File: src/rtl/pwm_clkgen_pkg.sv
package pwm_clkgen_pkg;
    localparam int PK_NUM_TAPS = 11;
    localparam int PK_SEL_W    = 4;
    localparam int PK_DIV_W    = 8;
    localparam int PK_NUM_DIV  = 2;
endpackage

File: src/rtl/pwm_tap_prescaler.sv
module pwm_tap_prescaler #(
    parameter int NUM_TAPS = 11
) (
    input  logic                clk,
    input  logic                rst_n,
    input  logic                enable_i,
    output logic [NUM_TAPS-1:0] tap_o
);
    localparam int CNT_W = NUM_TAPS - 1;

    typedef struct packed {
        logic [CNT_W-1:0] cnt;
    } pre_state_t;

    pre_state_t st_d, st_q;

    always_comb begin
        st_d = st_q;
        if (enable_i) begin
            st_d.cnt = st_q.cnt + CNT_W'(1);
        end else begin
            st_d.cnt = '0;
        end
    end

    always_ff @(posedge clk or negedge rst_n) begin
        if (!rst_n) begin
            st_q <= '0;
        end else begin
            st_q <= st_d;
        end
    end

    assign tap_o[0] = 1'b1;

    for (genvar k = 1; k < NUM_TAPS; k++) begin : g_tap
        assign tap_o[k] = enable_i & (&st_q.cnt[k-1:0]);
    end
endmodule

File: src/rtl/pwm_lin_divider.sv
module pwm_lin_divider #(
    parameter int NUM_TAPS = 11,
    parameter int SEL_W    = 4,
    parameter int DIV_W    = 8
) (
    input  logic                clk,
    input  logic                rst_n,
    input  logic                enable_i,
    input  logic [NUM_TAPS-1:0] taps_i,
    input  logic [SEL_W-1:0]    sel_i,
    input  logic [DIV_W-1:0]    div_i,
    output logic                strobe_o
);
    localparam logic [SEL_W-1:0]    SEL_LIMIT = SEL_W'(NUM_TAPS);
    localparam logic [NUM_TAPS-1:0] TAP_ONE   = NUM_TAPS'(1);

    typedef struct packed {
        logic [DIV_W-1:0] cnt;
        logic [SEL_W-1:0] sel;
        logic [DIV_W-1:0] div;
    } div_state_t;

    div_state_t st_d, st_q;
    logic       cfg_moved;
    logic       running;
    logic       tap_hit;
    logic       at_last;
    logic       pulse;

    always_comb begin
        cfg_moved = (sel_i != st_q.sel) || (div_i != st_q.div);
        running   = enable_i && (div_i != '0) && (sel_i < SEL_LIMIT);
        tap_hit   = |(taps_i & (TAP_ONE << sel_i));
        at_last   = (st_q.cnt == (div_i - DIV_W'(1)));
        pulse     = running && !cfg_moved && tap_hit && at_last;

        st_d      = st_q;
        st_d.sel  = sel_i;
        st_d.div  = div_i;
        if (!running || cfg_moved) begin
            st_d.cnt = '0;
        end else if (tap_hit) begin
            st_d.cnt = at_last ? '0 : st_q.cnt + DIV_W'(1);
        end
    end

    always_ff @(posedge clk or negedge rst_n) begin
        if (!rst_n) begin
            st_q <= '0;
        end else begin
            st_q <= st_d;
        end
    end

    assign strobe_o = pulse;
endmodule

File: src/rtl/pwm_clkgen.sv
module pwm_clkgen
    import pwm_clkgen_pkg::*;
#(
    parameter int NUM_TAPS = PK_NUM_TAPS,
    parameter int SEL_W    = PK_SEL_W,
    parameter int DIV_W    = PK_DIV_W
) (
    input  logic                clk,
    input  logic                rst_n,
    input  logic                enable_i,
    input  logic [SEL_W-1:0]    sel_a_i,
    input  logic [DIV_W-1:0]    div_a_i,
    input  logic [SEL_W-1:0]    sel_b_i,
    input  logic [DIV_W-1:0]    div_b_i,
    output logic [NUM_TAPS-1:0] tap_o,
    output logic                clk_a_o,
    output logic                clk_b_o
);
    localparam int NUM_DIV = PK_NUM_DIV;

    logic [SEL_W-1:0]   sel_arr [NUM_DIV];
    logic [DIV_W-1:0]   div_arr [NUM_DIV];
    logic [NUM_DIV-1:0] dstrobe;
    logic [NUM_TAPS-1:0] taps;

    assign sel_arr[0] = sel_a_i;
    assign sel_arr[1] = sel_b_i;
    assign div_arr[0] = div_a_i;
    assign div_arr[1] = div_b_i;

    pwm_tap_prescaler #(.NUM_TAPS(NUM_TAPS)) u_pre (
        .clk      (clk),
        .rst_n    (rst_n),
        .enable_i (enable_i),
        .tap_o    (taps)
    );

    for (genvar g = 0; g < NUM_DIV; g++) begin : g_div
        pwm_lin_divider #(
            .NUM_TAPS (NUM_TAPS),
            .SEL_W    (SEL_W),
            .DIV_W    (DIV_W)
        ) u_div (
            .clk      (clk),
            .rst_n    (rst_n),
            .enable_i (enable_i),
            .taps_i   (taps),
            .sel_i    (sel_arr[g]),
            .div_i    (div_arr[g]),
            .strobe_o (dstrobe[g])
        );
    end

    assign tap_o   = taps;
    assign clk_a_o = dstrobe[0];
    assign clk_b_o = dstrobe[1];
endmodule

File: config.mk
export PLATFORM = sky130hd
export DESIGN_NAME = pwm_clkgen
export DESIGN_NICKNAME = d
export VERILOG_FILES = /design/src/rtl/pwm_clkgen_pkg.sv /design/src/rtl/pwm_tap_prescaler.sv /design/src/rtl/pwm_lin_divider.sv /design/src/rtl/pwm_clkgen.sv
export SDC_FILE = /design/constraint.sdc
export NUM_CORES = 1
export LEC_CHECK = 0
export CAP_MARGIN = 10
export CORE_MARGIN = 4
export CORE_UTILIZATION = 58
export CTS_BUF_LIST = sky130_fd_sc_hd__clkbuf_8
export CTS_CLUSTER_DIAMETER = 200
export DETAILED_ROUTE_END_ITERATION = 8
export PLACE_DENSITY = 0.83
export SYNTH_ARGS = -nofsm -noshare
export SYNTH_HDL_FRONTEND = slang
export SYNTH_SLANG_ARGS = --single-unit
File: constraint.sdc
create_clock -name clk -period 3.5 [get_ports clk]
set_input_delay 0.875 -clock clk [delete_from_list [all_inputs] [get_ports clk]]
set_output_delay 0.875 -clock clk [all_outputs]
set_load 0.05 [all_outputs]
==> key figures <==
Run status
  – Outcome: finished with violations
  – Failing checks: setup timing

Floorplan
  – Row count: 26
  – Initial Util: 60.91%
  – Io pins: 40
  – Die Span Y: a little over 80 microns
  – CORE AREA: 5172 sq um
  – Chip width: 81.70 microns
  – Die Area: approximately 6700 sq um

Final layout
  – Final nets: around 470
  – Fin util: 84.33%
  – Proportion of layout cells with a drive suffix above 1: between 20% and 30%
  – Area Growth Syn to Fin: 38.44%
  – Ant diodes: 0
  – FILL cells: 279

Worst hold path
  – Hold Startpoint: g_div[0].u_div.st_q[19]
  – Hold Path Class: flop to flop
  – Hold path endpoint: g_div[0].u_div.st_q[19]
  – Hold depth: 2

Clocking
  – # hold bufs at CTS: 0
  – Clock tree buffer depth: 2
  – Inserted Clock Buffers: 5
  – H-tree depth: 2
  – Root buf cell: clkbuf_8
  – Clock latency on the worst-skew pair: 310 ps
  – CTS tree: built
  – Clock slew at reported path FFs: about 90 ps
  – CTS Sinks: 50

Route
  – Post-Route WL: 8.945 mm
  – Wl on met1: 3.424 mm
  – First-pass detailed-route iteration total: 4
  – Via count: around 3100
  – Wire per inst: 17.78 microns
  – Antenna-violating nets left: 0
  – DR WL met3: 569 microns
  – Initial DRC count: ~180
  – Drt drc: 0
  – Top layer in use: met4
  – Met2 WL: 4.573 mm
  – Via density: 6.097

Power
  – Sequential power share: 51.0%
  – Switching Share: 27.06%
  – Clock power frac: 29.9%
  – Pwr/cell area: approximately 270 nW/um^2
  – Internal Pwr Total: 861.5 uW
  – Leak pwr: 0.001892 uW
  – Switch Pwr: between 300 and 400 uW
  – Max IR drop VDD: 0.0002938 V
  – Comb power frac: between 10% and 20%

Global routing
  – GR Util All Layers: 28.58%
  – Vias in the first global route: 3162
  – Grt ovf: 0
  – Global-route wire length before repair: 14.61 mm
  – Largest net degree at the start of global routing: 51
  – Antenna violations before repair: 0

Synthesis
  – Flip-flop and latch count after synthesis: 50
  – Mapped Area: 3151 sq um
  – Post-synthesis sequential area ratio: 39.71%
  – Asr flop ratio synth: 100.0%
  – Syn_nets: 377
  – Top_reg_cell synth: dfrtp_1
  – Warnings from Yosys: 0
  – EDFF count, synth: 0
  – Avg Cell Area, Syn: roughly 9 sq um
  – Post-Syn Instances: 340
  – Synth cell types: 51

STA
  – Slew headroom: between 20% and 30%
  – Max Fclk: 280.9 MHz
  – Fin crit share: 101.7%
  – Fin. max-slew vios: 0
  – Final setup fails: 1
  – Worst Tran Pin Value: 1102 ps
  – RSZ-0062 raised after global routing: true
  – Post-Route Setup TNS: -60.57 ps
  – Final Hold Vio Count: 0
  – Setup Skew: about 8.5 ps
  – Min cycle time layout: about 3600 ps
  – Final WS setup: -60.57 ps

Flow run
  – Max-Cap Viols: 0

Worst setup path
  – Setup crit start kind: input pin
  – CP Capture Type: output pin
  – Crit path max fanout: 2
  – Crit path DAT: 2690 ps
  – FF-to-FF Start: u_pre.st_q[1]
  – R2R depth: 10
  – Critical register-to-register path endpoint: g_div[0].u_div.st_q[18]
  – Critical path class: input pin to output pin
  – R2R Setup Slk: about 750 ps
  – CP required: 2620 ps

Placement
  – Final GP Congestion: roughly 0.86
  – PortBufs: 38
  – Detailed Place HPWL: ~6.2 mm
cell usage after synthesis, types with 2 or more instances:
cell / instances / area share, %
a211o_1: 4 / 1.1
a21oi_1: 10 / 1.6
a31oi_1: 10 / 2.0
a32o_1: 3 / 0.95
and2_1: 12 / 2.4
and3_1: 10 / 2.0
and3b_1: 2 / 0.56
and4_1: 4 / 1.1
buf_6: 2 / 0.71
clkbuf_1: 12 / 1.4
dfrtp_1: 50 / 40
ha_1: 10 / 4.0
inv_1: 8 / 0.95
nand2_1: 30 / 3.6
nand2b_1: 8 / 1.6
nand3_1: 19 / 3.0
nand3b_1: 8 / 1.9
nand4_1: 9 / 1.8
nand4b_1: 7 / 1.9
nor2_1: 16 / 1.9
nor2b_1: 5 / 0.99
nor3_1: 9 / 1.4
nor3b_1: 3 / 0.71
nor4_1: 3 / 0.60
nor4b_1: 2 / 0.56
o2111ai_1: 2 / 0.56
o21ai_0: 3 / 0.48
o21ai_1: 4 / 0.64
o311ai_1: 2 / 0.56
or2_2: 2 / 0.40
or3_1: 6 / 1.2
xnor2_1: 35 / 9.7
xor2_1: 12 / 3.3
per-layer routing:
metal | up-vias | track usage [%]
li1 | 1392 | -
met3 | 36 | 5.482
met1 | 1489 | 32.75
met5 | - | 0
met2 | 150 | 49.43
met4 | 0 | 16.94
final cells by class:
cell class	instances	area, sq um	share of cell area (%)
multi-input cells	265	1939	44.46
flip-flops and latches	50	1251	28.69
repair buffers	101	954.7	21.89
well taps	70	87.58	2.008
clock buffers	6	82.58	1.893
inverters	9	33.78	0.7745
clock inverters	2	12.51	0.2869
state kept, by name, indices dropped and copies added, names as in the netlist:
signal / count
g_div.u_div.st_q: 40
u_pre.st_q: 10
logic make-up (layout without fill, tap and decap cells):
family                     Yosys count  after routing  synth area share [%]
and+or+nand+nor                    161            161                 29.39
buffers and inverters               25            118                 3.614
DFF                                 50             50                 39.71
xor gates and xnor gates            47             47                 13.07
adders and majority gates           10             10                 3.971
AOI/OAI and AO/OA                   46             46                 10.13
other                                1              1                0.1190
critical path, cell delays in order:
cell and delay [ps]:
buf_6 90, or4_4 530, or4_4 450, xnor2_2 150
and4_1 240, and3_4 210, buf_12 130
placed cells by master (no fill, tap or decap), types with 8 or more instances in the layout:
cell / n
nand3_1: 19
nand4_1: 9
xnor2_1: 32
buf_12: 12
dfrtp_1: 50
nand2b_1: 8
and2_1: 12
nor2_1: 16
buf_4: 62
dlygate4sd2_1: 10
xor2_1: 12
a21oi_1: 9
a31oi_1: 9
nand2_1: 30
nand3b_1: 8
and3_1: 9
metrics by stage:
stage | instances | power [uW] | setup slack [ps] | hold WS [ps] | instance area (sq um)
6_report | 503 | 1181 | -60.57 | 581.8 | 4362
5_1_grt | 503 | 1235 | -127.0 | 616.1 | 4362
4_1_cts | 500 | 1174 | -114.9 | 572.1 | 4273
3_5_place_dp | 491 | 823.5 | -428.5 | 551.8 | 4119
3_3_place_gp | 491 | 816.1 | -395.4 | 531.7 | 4119
2_1_floorplan | 340 | 706.1 | -34.33 | 509.5 | 3173
repair_timing:
item / CTS / global route
endpoints found under the hold margin: 0 / 0
resized for setup: 41 / 21
buffers inserted: 1 / 3
setup endpoints to repair: 2 / 2
pin swaps: 11 / 14
power groups by stage:
stage	registers (uW)	clock network, uW	logic [uW]
2_1_floorplan	614	0	91.8
3_3_place_gp	613	0	203
3_5_place_dp	614	0	210
4_1_cts	602	359	212
5_1_grt	605	387	243
6_report	603	353	225
how the worst max path moves through the flow:
stage               startpoint       to  slack (ps)  cells past startpoint
floorplan           div_b_i[2]  clk_b_o         -30                      7
global placement    div_a_i[2]  clk_a_o        -400                      7
detailed placement  div_a_i[2]  clk_a_o        -430                      7
CTS                 div_a_i[1]  clk_a_o        -110                      7
global route        div_a_i[3]  clk_a_o        -130                      8
finish              div_a_i[3]  clk_a_o         -60                      7
No activity file was read; power rests on OpenSTA's default activity.
